<file path="config.mk">
export PLATFORM = sky130hd
export DESIGN_NAME = dn_timer_cmp
export DESIGN_NICKNAME = d
export VERILOG_FILES = /design/src/rtl/dtc_pkg.sv /design/src/rtl/dtc_prescale.sv /design/src/rtl/dtc_regs.sv /design/src/rtl/dtc_counter.sv /design/src/rtl/dn_timer_cmp.sv
export SDC_FILE = /design/constraint.sdc
export NUM_CORES = 1
export LEC_CHECK = 0
export CELL_PAD_IN_SITES_DETAIL_PLACEMENT = 0
export CELL_PAD_IN_SITES_GLOBAL_PLACEMENT = 1
export CORE_AREA = 2 2 173 133
export DETAILED_ROUTE_END_ITERATION = 10
export DIE_AREA = 0 0 175 135
export PLACE_DENSITY_LB_ADDON = 0.1
export SLEW_MARGIN = 20
export SYNTH_ARGS = -nofsm -noshare
export SYNTH_HDL_FRONTEND = slang
export SYNTH_SLANG_ARGS = --single-unit
export TNS_END_PERCENT = 30
</file>
<file path="constraint.sdc">
create_clock -name clk -period 3.2 [get_ports clk]
set_input_delay 0.8 -clock clk [delete_from_list [all_inputs] [get_ports clk]]
set_output_delay 0.8 -clock clk [all_outputs]
set_load 0.01 [all_outputs]
</file>
<file path="src/rtl/dtc_pkg.sv">
package dtc_pkg;
   localparam int CR_W    = 26;
   localparam int PSC_W   = 12;
   localparam int B_EN    = 0;
   localparam int B_ENMOD = 1;
   localparam int B_OCIEN = 2;
   localparam int B_RLD   = 3;
   localparam int B_PS    = 4;
   localparam int B_SWR   = 16;
   localparam int B_OVW   = 17;
   localparam int B_SRC   = 24;
   // bits that survive a soft reset: enable, start-mode, four low-power bits
   localparam logic [CR_W-1:0] CR_KEEP = 26'h03C0003;
   localparam int A_CTRL = 0;
   localparam int A_STAT = 1;
   localparam int A_LOAD = 2;
   localparam int A_CMP  = 3;
   localparam int A_CNT  = 4;
endpackage

</file>
<file path="src/rtl/dtc_prescale.sv">
module dtc_prescale #(
   parameter int PS_W  = 12,
   parameter bit PS_EN = 1'b1
) (
   input  logic            clk,
   input  logic            rst_n,
   input  logic            en,
   input  logic [1:0]      src_sel,
   input  logic [PS_W-1:0] ps_val,
   input  logic            tick_main,
   input  logic            tick_fast,
   input  logic            tick_slow,
   output logic            ptick
);
   logic [3:0] src_vec;
   logic       src_t;

   assign src_vec = {tick_slow, tick_fast, tick_main, 1'b0};
   assign src_t   = src_vec[src_sel];

   generate
      if (PS_EN) begin : g_div
         logic [PS_W-1:0] div_q;
         logic            at_lim;
         assign at_lim = (div_q >= ps_val);
         assign ptick  = en && src_t && at_lim;
         always_ff @(posedge clk) begin
            if (!rst_n)     div_q <= '0;
            else if (!en)   div_q <= '0;
            else if (src_t) div_q <= at_lim ? '0 : div_q + 1'b1;
         end
      end else begin : g_bypass
         logic unused_ps;
         assign unused_ps = ^{ps_val, clk, rst_n};
         assign ptick     = en && src_t;
      end
   endgenerate
endmodule

</file>
<file path="src/rtl/dtc_regs.sv">
module dtc_regs
   import dtc_pkg::*;
#(
   parameter int DW = 32,
   parameter int AW = 3
) (
   input  logic            clk,
   input  logic            rst_n,
   input  logic            wr_en,
   input  logic [AW-1:0]   addr,
   input  logic [DW-1:0]   wdata,
   output logic [CR_W-1:0] cr_q,
   output logic [DW-1:0]   load_q,
   output logic [DW-1:0]   cmp_q,
   output logic            swr_evt,
   output logic            en_rise,
   output logic            ld_wr,
   output logic            st_clr
);
   logic wr_ctrl, wr_cmp;

   assign wr_ctrl = wr_en && (addr == AW'(A_CTRL));
   assign wr_cmp  = wr_en && (addr == AW'(A_CMP));
   assign ld_wr   = wr_en && (addr == AW'(A_LOAD));
   assign st_clr  = wr_en && (addr == AW'(A_STAT)) && wdata[0];
   assign swr_evt = wr_ctrl && wdata[B_SWR];
   assign en_rise = wr_ctrl && !wdata[B_SWR] && wdata[B_EN] && !cr_q[B_EN];

   always_ff @(posedge clk) begin
      if (!rst_n) begin
         cr_q   <= '0;
         load_q <= '1;
         cmp_q  <= '0;
      end else begin
         if (swr_evt)
            cr_q <= (wdata[CR_W-1:0] & CR_KEEP) | (CR_W'(1) << B_SWR);
         else if (wr_ctrl)
            cr_q <= wdata[CR_W-1:0];
         else
            cr_q[B_SWR] <= 1'b0;

         if (swr_evt) begin
            load_q <= '1;
            cmp_q  <= '0;
         end else begin
            if (ld_wr)  load_q <= wdata;
            if (wr_cmp) cmp_q  <= wdata;
         end
      end
   end
endmodule

</file>
<file path="src/rtl/dtc_counter.sv">
module dtc_counter #(
   parameter int DW = 32
) (
   input  logic          clk,
   input  logic          rst_n,
   input  logic          ptick,
   input  logic          en,
   input  logic          ocien,
   input  logic          rld,
   input  logic          ovw,
   input  logic          swr_evt,
   input  logic          swr_en,
   input  logic          en_rise,
   input  logic          start_enmod,
   input  logic          start_rld,
   input  logic          ld_wr,
   input  logic [DW-1:0] ld_data,
   input  logic          st_clr,
   input  logic [DW-1:0] load_q,
   input  logic [DW-1:0] cmp_q,
   output logic [DW-1:0] cnt_q,
   output logic          flag_q
);
   logic [DW-1:0] run_nxt, cnt_d;
   logic          hit;

   always_comb begin
      run_nxt = cnt_q;
      if (en && ptick)
         run_nxt = (cnt_q == '0) ? (rld ? load_q : '1) : cnt_q - 1'b1;
      hit   = en && ocien && ptick && (run_nxt == cmp_q);
      cnt_d = run_nxt;
      if (swr_evt)
         cnt_d = swr_en ? '1 : '0;
      else if (en_rise && start_enmod)
         cnt_d = start_rld ? load_q : '1;
      else if (ld_wr && ovw)
         cnt_d = ld_data;
   end

   always_ff @(posedge clk) begin
      if (!rst_n) begin
         cnt_q  <= '0;
         flag_q <= 1'b0;
      end else begin
         cnt_q <= cnt_d;
         if (swr_evt)     flag_q <= 1'b0;
         else if (hit)    flag_q <= 1'b1;
         else if (st_clr) flag_q <= 1'b0;
      end
   end
endmodule

</file>
<file path="src/rtl/dn_timer_cmp.sv">
module dn_timer_cmp
   import dtc_pkg::*;
#(
   parameter int DW    = 32,
   parameter int AW    = 3,
   parameter bit PS_EN = 1'b1
) (
   input  logic          clk,
   input  logic          rst_n,
   input  logic          bus_wr,
   input  logic [AW-1:0] bus_addr,
   input  logic [DW-1:0] bus_wdata,
   output logic [DW-1:0] bus_rdata,
   input  logic          src_tick_main,
   input  logic          src_tick_fast,
   input  logic          src_tick_slow,
   output logic          irq
);
   generate
      if (DW < CR_W) begin : g_bad_dw
         $error("dn_timer_cmp: DW must hold the control field");
      end
      if (AW < 3) begin : g_bad_aw
         $error("dn_timer_cmp: AW must reach word 4");
      end
   endgenerate

   logic [CR_W-1:0] cr_q;
   logic [DW-1:0]   load_q, cmp_q, cnt_q;
   logic            swr_evt, en_rise, ld_wr, st_clr, ptick, flag_q;
   logic            unused_lp;

   assign unused_lp = ^cr_q[23:18];

   dtc_regs #(.DW(DW), .AW(AW)) u_regs (
      .clk(clk), .rst_n(rst_n), .wr_en(bus_wr), .addr(bus_addr), .wdata(bus_wdata),
      .cr_q(cr_q), .load_q(load_q), .cmp_q(cmp_q),
      .swr_evt(swr_evt), .en_rise(en_rise), .ld_wr(ld_wr), .st_clr(st_clr)
   );

   dtc_prescale #(.PS_W(PSC_W), .PS_EN(PS_EN)) u_psc (
      .clk(clk), .rst_n(rst_n), .en(cr_q[B_EN]),
      .src_sel(cr_q[B_SRC+1:B_SRC]), .ps_val(cr_q[B_PS+PSC_W-1:B_PS]),
      .tick_main(src_tick_main), .tick_fast(src_tick_fast), .tick_slow(src_tick_slow),
      .ptick(ptick)
   );

   dtc_counter #(.DW(DW)) u_cnt (
      .clk(clk), .rst_n(rst_n), .ptick(ptick),
      .en(cr_q[B_EN]), .ocien(cr_q[B_OCIEN]), .rld(cr_q[B_RLD]), .ovw(cr_q[B_OVW]),
      .swr_evt(swr_evt), .swr_en(bus_wdata[B_EN]), .en_rise(en_rise),
      .start_enmod(bus_wdata[B_ENMOD]), .start_rld(bus_wdata[B_RLD]),
      .ld_wr(ld_wr), .ld_data(bus_wdata), .st_clr(st_clr),
      .load_q(load_q), .cmp_q(cmp_q), .cnt_q(cnt_q), .flag_q(flag_q)
   );

   always_comb begin
      case (bus_addr)
         AW'(A_CTRL): bus_rdata = {{(DW-CR_W){1'b0}}, cr_q};
         AW'(A_STAT): bus_rdata = {{(DW-1){1'b0}}, flag_q};
         AW'(A_LOAD): bus_rdata = load_q;
         AW'(A_CMP):  bus_rdata = cmp_q;
         AW'(A_CNT):  bus_rdata = cnt_q;
         default:     bus_rdata = '0;
      endcase
   end

   assign irq = flag_q && cr_q[B_OCIEN] && cr_q[B_EN];
endmodule

</file>
# After elaboration in Yosys (flattened, before gate mapping)
# Index checks and enable logic that the tools add are counted.
# W data, S select, Z words.
[op_classes]
n_reduce_logical = 27
add_sub_neg = 2
bitwise_logic = 1
magnitude_cmp = 2
muxes = 18
n_eq_ne = 5
[ops]
columns = ["op", "n"]
rows = [
  ["$mux W32", 8],
  ["$pmux W32 S5", 1],
  ["$eq A32 B32 Y1", 1],
  ["$logic_not A32 Y1", 1],
  ["$sub A32 B1 Y32 const B", 1],
  ["$mux W22", 1],
  ["$logic_and A1 B1 Y1", 19],
  ["$mux W16", 1],
  ["$add A12 B1 Y12 const B", 1],
  ["$ge A12 B12 Y1", 1],
  ["$mux W12", 1],
  ["$eq A3 B2 Y1 const B", 2],
  ["$mux W5", 1],
  ["$mux W1", 4],
  ["$reduce_bool A2 Y1", 2],
  ["$eq A3 B1 Y1 const B", 1],
  ["$eq A3 B3 Y1 const B", 1],
  ["$logic_not A3 Y1", 1],
  ["$lt A2 B3 Y1 const B", 1],
  ["$bmux W1 S2", 1],
  ["$logic_not A1 Y1", 2],
  ["$reduce_and A2 Y1", 1],
  ["$reduce_or A2 Y1", 1],
  ["$not A1 Y1", 1],
]
[word_totals]
input_bits = 41
output_inout_bits = 33
register_bits = 135

# Longest topological paths before layout
[depth]
depth_word = 9
depth_mapped = 15
ltp_nobuf = 12

# Modules after synthesis
# A second synthesis with hierarchy kept.
[hier_totals]
hier_cells = 1248
area_unflattened_um2 = 9507.9
[modules_own_cells]
columns = ["mod", "cells_per_inst", "area_per_inst_um2", "seq_area_each_um2", "instances"]
rows = [
  ["dtc_counter", 622, 4255.3, 660.6, 1],
  ["dtc_regs", 397, 3195.6, 1801.7, 1],
  ["dn_timer_cmp", 114, 1122.3, 0.0, 1],
  ["dtc_prescale", 115, 934.6, 240.2, 1],
]

# Worst setup path after synthesis
# OpenSTA, ideal clock, no wires.
[synth_path]
kind = "input -> register"
from = "input port src_tick_slow"
to = "register u_cnt.flag_q"
setup_time_ns = 0.084
slack_ns = 0.125
arrival_ns = 2.991
path_stages = 11
required_ns = 3.116
path_buffers = 1
cell_sequence = "mux2i_1 -> mux2i_1 -> nand2_1 -> o21ai_0 -> buf_2 -> mux2i_1 -> xor2_1 -> o2111ai_1 -> nor4b_1 -> nand4_1 -> o31ai_2"
[synth_between]
elab_chain_cells = 9
[synth_lines]
columns = ["item", "line_no", "source"]
rows = [
  ["from (decl)", "dn_timer_cmp.sv:16", "input logic src_tick_slow,"],
  ["$bmux W1 S2 *", "dtc_prescale.sv:19", "assign src_t = src_vec[src_sel];"],
  ["$mux W1 (not written as such) *", "dtc_prescale.sv:19", ""],
  ["$logic_and A1 B1 Y1 * (2 in a row)", "dtc_prescale.sv:26", "assign ptick = en && src_t && at_lim;"],
  ["$logic_and A1 B1 Y1", "dtc_counter.sv:29", "if (en && ptick)"],
  ["$mux W32", "dtc_counter.sv:29", ""],
  ["$eq A32 B32 Y1", "dtc_counter.sv:31", "hit = en && ocien && ptick && (run_nxt == cmp_q);"],
  ["$logic_and A1 B1 Y1 *", "dtc_counter.sv:31", ""],
  ["$mux W1 or $reduce_bool A2 Y1 (tied branches)", "-", ""],
  ["to (signal assigned)", "dtc_counter.sv:47", "if (swr_evt) flag_q <= 1'b0;"],
  ["to (signal assigned)", "dtc_counter.sv:48", "else if (hit) flag_q <= 1'b1;"],
  ["to (signal assigned)", "dtc_counter.sv:49", "else if (st_clr) flag_q <= 1'b0;"],
  ["to (decl)", "dtc_counter.sv:22", "output logic flag_q"],
]
# Every way passes the cells marked *; elsewhere a longest branch is shown, timed or not. The select of a mux whose other input is x is not followed.
# A chain may end at the register's enable or synchronous reset.

# Final worst setup path
# Ends and elaborated chain as after synthesis.

==> results.cfg <==
[grt]
grt.total_usage_pct = 32.4
grt_first_pass_wirelength_mm = 57.4
antenna_found_initial = 0
grt_pass1_vias = 9134
grt-ovfl-total = 0
grt_max_degree = 41

[drt]
totalWireLength_mm = 39.4
drt_iter0_markers = 1188
drtPass1Iterations = 6
post_drt_wl_per_cell_microns = 23.2
vias = 10035
drc_errors = 0
vias_per_cell = 5.90
postRouteAntennaNets = 0

[timing]
worst_pin_slew_ns = 0.660
rsz0062_at_grt = true
finalHoldViolCount = 0
fmax_mhz = 300
max_slew_margin_pct = 55.4
fin_skew_ns = 0.0189
fin_crit_sh_pct = 104
fin_crit_ns = 3.33
tns_ns = -0.134
slew_violations = 0
setup_viol = 1
finalWorstSetupSlack_ns = -0.134

[worst_setup_path]
endpoint = u_cnt.flag_q
r2r_end = u_cnt.flag_q
cp.arrival_ns = 3.66
ff2ff_setup_slack_ns = -0.07
end_kind = flip-flop
path_max_fanout = 15
worstRegToRegCells = 15
path_class = input port to flip-flop
critPathLaunch = src_tick_slow
required_ns = 3.53
cp-start-kind = input port
r2r_start = u_cnt.cnt_q[1]

[power]
cellLeakagePower_nw = 4.99
ir_drop_v = 0.000308
power.density_nw_per_um2 = 414

[logic_synthesis]
ys_ff_latch = 135
synthFlopType = dfxtp_1
ys_async_sr_fraction_pct = 0
synth_edf_count = 0
yosys_warnings = 0
syn_avg_cell_area_sq_um = 7.18
syn-num-nets = 1230
netlist_instances = 1174
yosysSeqAreaShare_pct = 32.1
syn_area_sq_um = 8430
synth_cell_type_count = 80

[layout]
diodes = 0
postLayoutCellArea_sq_um = 11700
multiInputGateArea_sq_um = 5340
area_growth_syn_to_layout_pct = 39.1
regArea_sq_um = 2700
nets = 1450
drive_gt1_share_pct = 20.9
fillers = 2107

[clock_tree]
cts_max_level = 4
clock_latency_ns = 0.45
clock_path_buffers = 2
ctsHoldBuffers = 0
path_clk_slew_ns = 0.07
cts_tree = yes
clkSinkCount = 135
ctsRootBufferMaster = clkbuf_16
cts-buffers-inserted = 17

[floorplan]
dieArea_sq_um = 23600
ios = 74
row_count = 47
fp.dieH_microns = 135
die_w_microns = 175
start_util_pct = 38.6
core_area_sq_um = 21800

[run_status]
violations = negative setup slack
status = complete, but fails checks

[run]
maxCapViolations = 0

[placed_design]
hpwlAfterDp_mm = 28.5
io_buffers = 73
gp_congestion = 1.03
placed_area_sq_um = 10800

[hold_path]
hold_path.class = flip-flop to flip-flop
==> metal layers <==
layer / share of wire [%] / wire length [microns] / vias to the layer above / GRT usage [%]
li1: - / - / 4657 / -
met1: 47 / 18500 / 4750 / 49.1
met2: 40 / 15600 / 564 / 44.5
met3: 11 / 4470 / 64 / 8.39
met4: 2.1 / 829 / 0 / 9.03
met5: 0 / 0 / - / 0
==> critical path, cell delays in order <==
cell             delay, ns
clkdlybuf4s50_1       0.45
mux2i_1               0.07
mux2i_1               0.27
buf_4                 0.18
nand3_1               0.15
o21ai_4               0.13
buf_4                 0.26
buf_4                 0.21
o21ai_0               0.13
a221oi_1              0.59
nor4b_2               0.11
buf_4                 0.16
nand4_1               0.08
o31ai_2               0.07
==> worst min-delay path by stage <==
| stage | slack [ns] | end | start | cells after the start |
|---|---|---|---|---|
| 2_1_floorplan | 0.44 | u_regs.cr_q[22] | u_regs.cr_q[22] | 2 |
| 3_5_place_dp | 0.45 | u_regs.cr_q[22] | u_regs.cr_q[22] | 2 |
| 3_3_place_gp | 0.44 | u_regs.cr_q[13] | u_regs.cr_q[13] | 2 |
| 5_1_grt | 0.49 | u_regs.cr_q[1] | u_regs.cr_q[1] | 2 |
| 6_report | 0.45 | u_regs.cr_q[22] | u_regs.cr_q[22] | 2 |
| 4_1_cts | 0.45 | u_regs.cr_q[22] | u_regs.cr_q[22] | 2 |
==> flip-flops by register name, indices dropped and copies added (netlist names) <==
signal             count
u_cnt.flag_q           1
u_psc.g_div.div_q     12
u_regs.cr_q           26
u_regs.load_q         32
u_regs.cmp_q          32
u_cnt.cnt_q           32
==> repair_timing <==
action | 4_1_cts | 5_1_grt
resized for setup | 29 | 41
pin swaps | 2 | 9
buffers inserted | 0 | 12
gates cloned | 0 | 3
endpoints found under the setup margin | 33 | 38
==> logic make-up (layout without fill, tap and decap cells) <==
| logic type | count (synthesis) | in the layout | share of synthesized area [%] |
|---|---|---|---|
| AND/OR/NAND/NOR | 522 | 522 | 29.5 |
| adder cells (fa/ha/maj) | 15 | 15 | 2.23 |
| buffers and inverters | 127 | 359 | 5.98 |
| multiplexers | 10 | 10 | 1.19 |
| AO/OA/AOI/OAI | 340 | 340 | 26.5 |
| flip-flops | 135 | 135 | 32.1 |
| XOR/XNOR | 25 | 25 | 2.60 |
==> placed cells by master, fill, tap and decap left out, types with 6 or more instances in the layout <==
master and n:
a31oi_1 15, dfxtp_1 135, clkbuf_16 20, a21oi_1 99, nand3_1 44, inv_1 41
nand4_1 11, ha_1 15, xor2_1 14, o21ai_0 45, buf_6 6, clkdlybuf4s50_1 38
mux2i_1 10, nor3_1 18, nand2_1 271, nor2_1 69, a211oi_1 31, nor4_1 7
a22oi_1 44, dlymetal6s2s_1 16, buf_12 12, o211ai_1 6, a221oi_1 7, xnor2_1 11
o22ai_1 11, o31ai_1 19, nor2b_1 6, dlygate4sd2_1 16, a21boi_0 6, buf_4 193
nor3b_1 23, and3_1 9
==> synth_stat cells, types with 4 or more instances <==
| master | n | area share [%] |
|---|---|---|
| inv_1 | 41 | 1.8 |
| o21ai_0 | 49 | 2.9 |
| xor2_1 | 14 | 1.5 |
| a221oi_1 | 7 | 0.73 |
| o22ai_1 | 12 | 0.89 |
| nand4_1 | 11 | 0.82 |
| o211ai_1 | 6 | 0.53 |
| nand3b_1 | 4 | 0.36 |
| and3_1 | 10 | 0.74 |
| o21bai_1 | 5 | 0.45 |
| nor2_1 | 72 | 3.2 |
| buf_1 | 8 | 0.36 |
| o31ai_1 | 19 | 1.7 |
| mux2i_1 | 10 | 1.2 |
| o221ai_1 | 4 | 0.42 |
| or3b_2 | 4 | 0.42 |
| nand3_1 | 45 | 2.7 |
| a21boi_0 | 6 | 0.53 |
| nor3_1 | 19 | 1.1 |
| a22oi_1 | 47 | 4.2 |
| nor4_1 | 8 | 0.59 |
| clkbuf_1 | 68 | 3.0 |
| a21oi_1 | 100 | 5.9 |
| ha_1 | 15 | 2.2 |
| nand2b_1 | 6 | 0.45 |
| nand2_1 | 272 | 12 |
| or4_1 | 4 | 0.36 |
| dfxtp_1 | 135 | 32 |
| a211oi_1 | 31 | 2.8 |
| nor3b_1 | 24 | 2.1 |
| a21o_1 | 4 | 0.36 |
| and2_1 | 5 | 0.37 |
| nor2b_1 | 6 | 0.45 |
| a31oi_1 | 15 | 1.1 |
| buf_2 | 7 | 0.42 |
| nor4b_1 | 4 | 0.42 |
| xnor2_1 | 11 | 1.1 |
==> power breakdown <==
| part | switching (W) | internal, W | leakage [nW] |
|---|---|---|---|
| clock | 0.000859 | 0.00117 | 0.280 |
| combinational | 0.000591 | 0.000460 | 3.61 |
| sequential | 0.0000501 | 0.00172 | 1.09 |
==> per-stage QoR <==
stage          power (W)  util (%)  cells  hold WS, ns  setup WS [ns]
3_5_place_dp     0.00278      49.7   1654        0.445         -0.492
5_1_grt          0.00500      53.7   1700        0.487         -0.246
4_1_cts          0.00479      52.5   1685        0.454         -0.226
2_1_floorplan    0.00224         -   1174        0.436          0.125
3_3_place_gp     0.00278      49.7   1654        0.440         -0.468
6_report         0.00485      53.7   1700        0.453         -0.134
==> cell type report <==
class	count	area share [%]
Multi-Input combinational cell	912	45.5
Sequential cell	135	23.1
Timing Repair Buffer	287	22.0
Clock buffer	18	3.75
Tap cell	294	3.14
Inverter	41	1.31
Clock inverter	13	1.24
(Power assumes the default switching activity.)
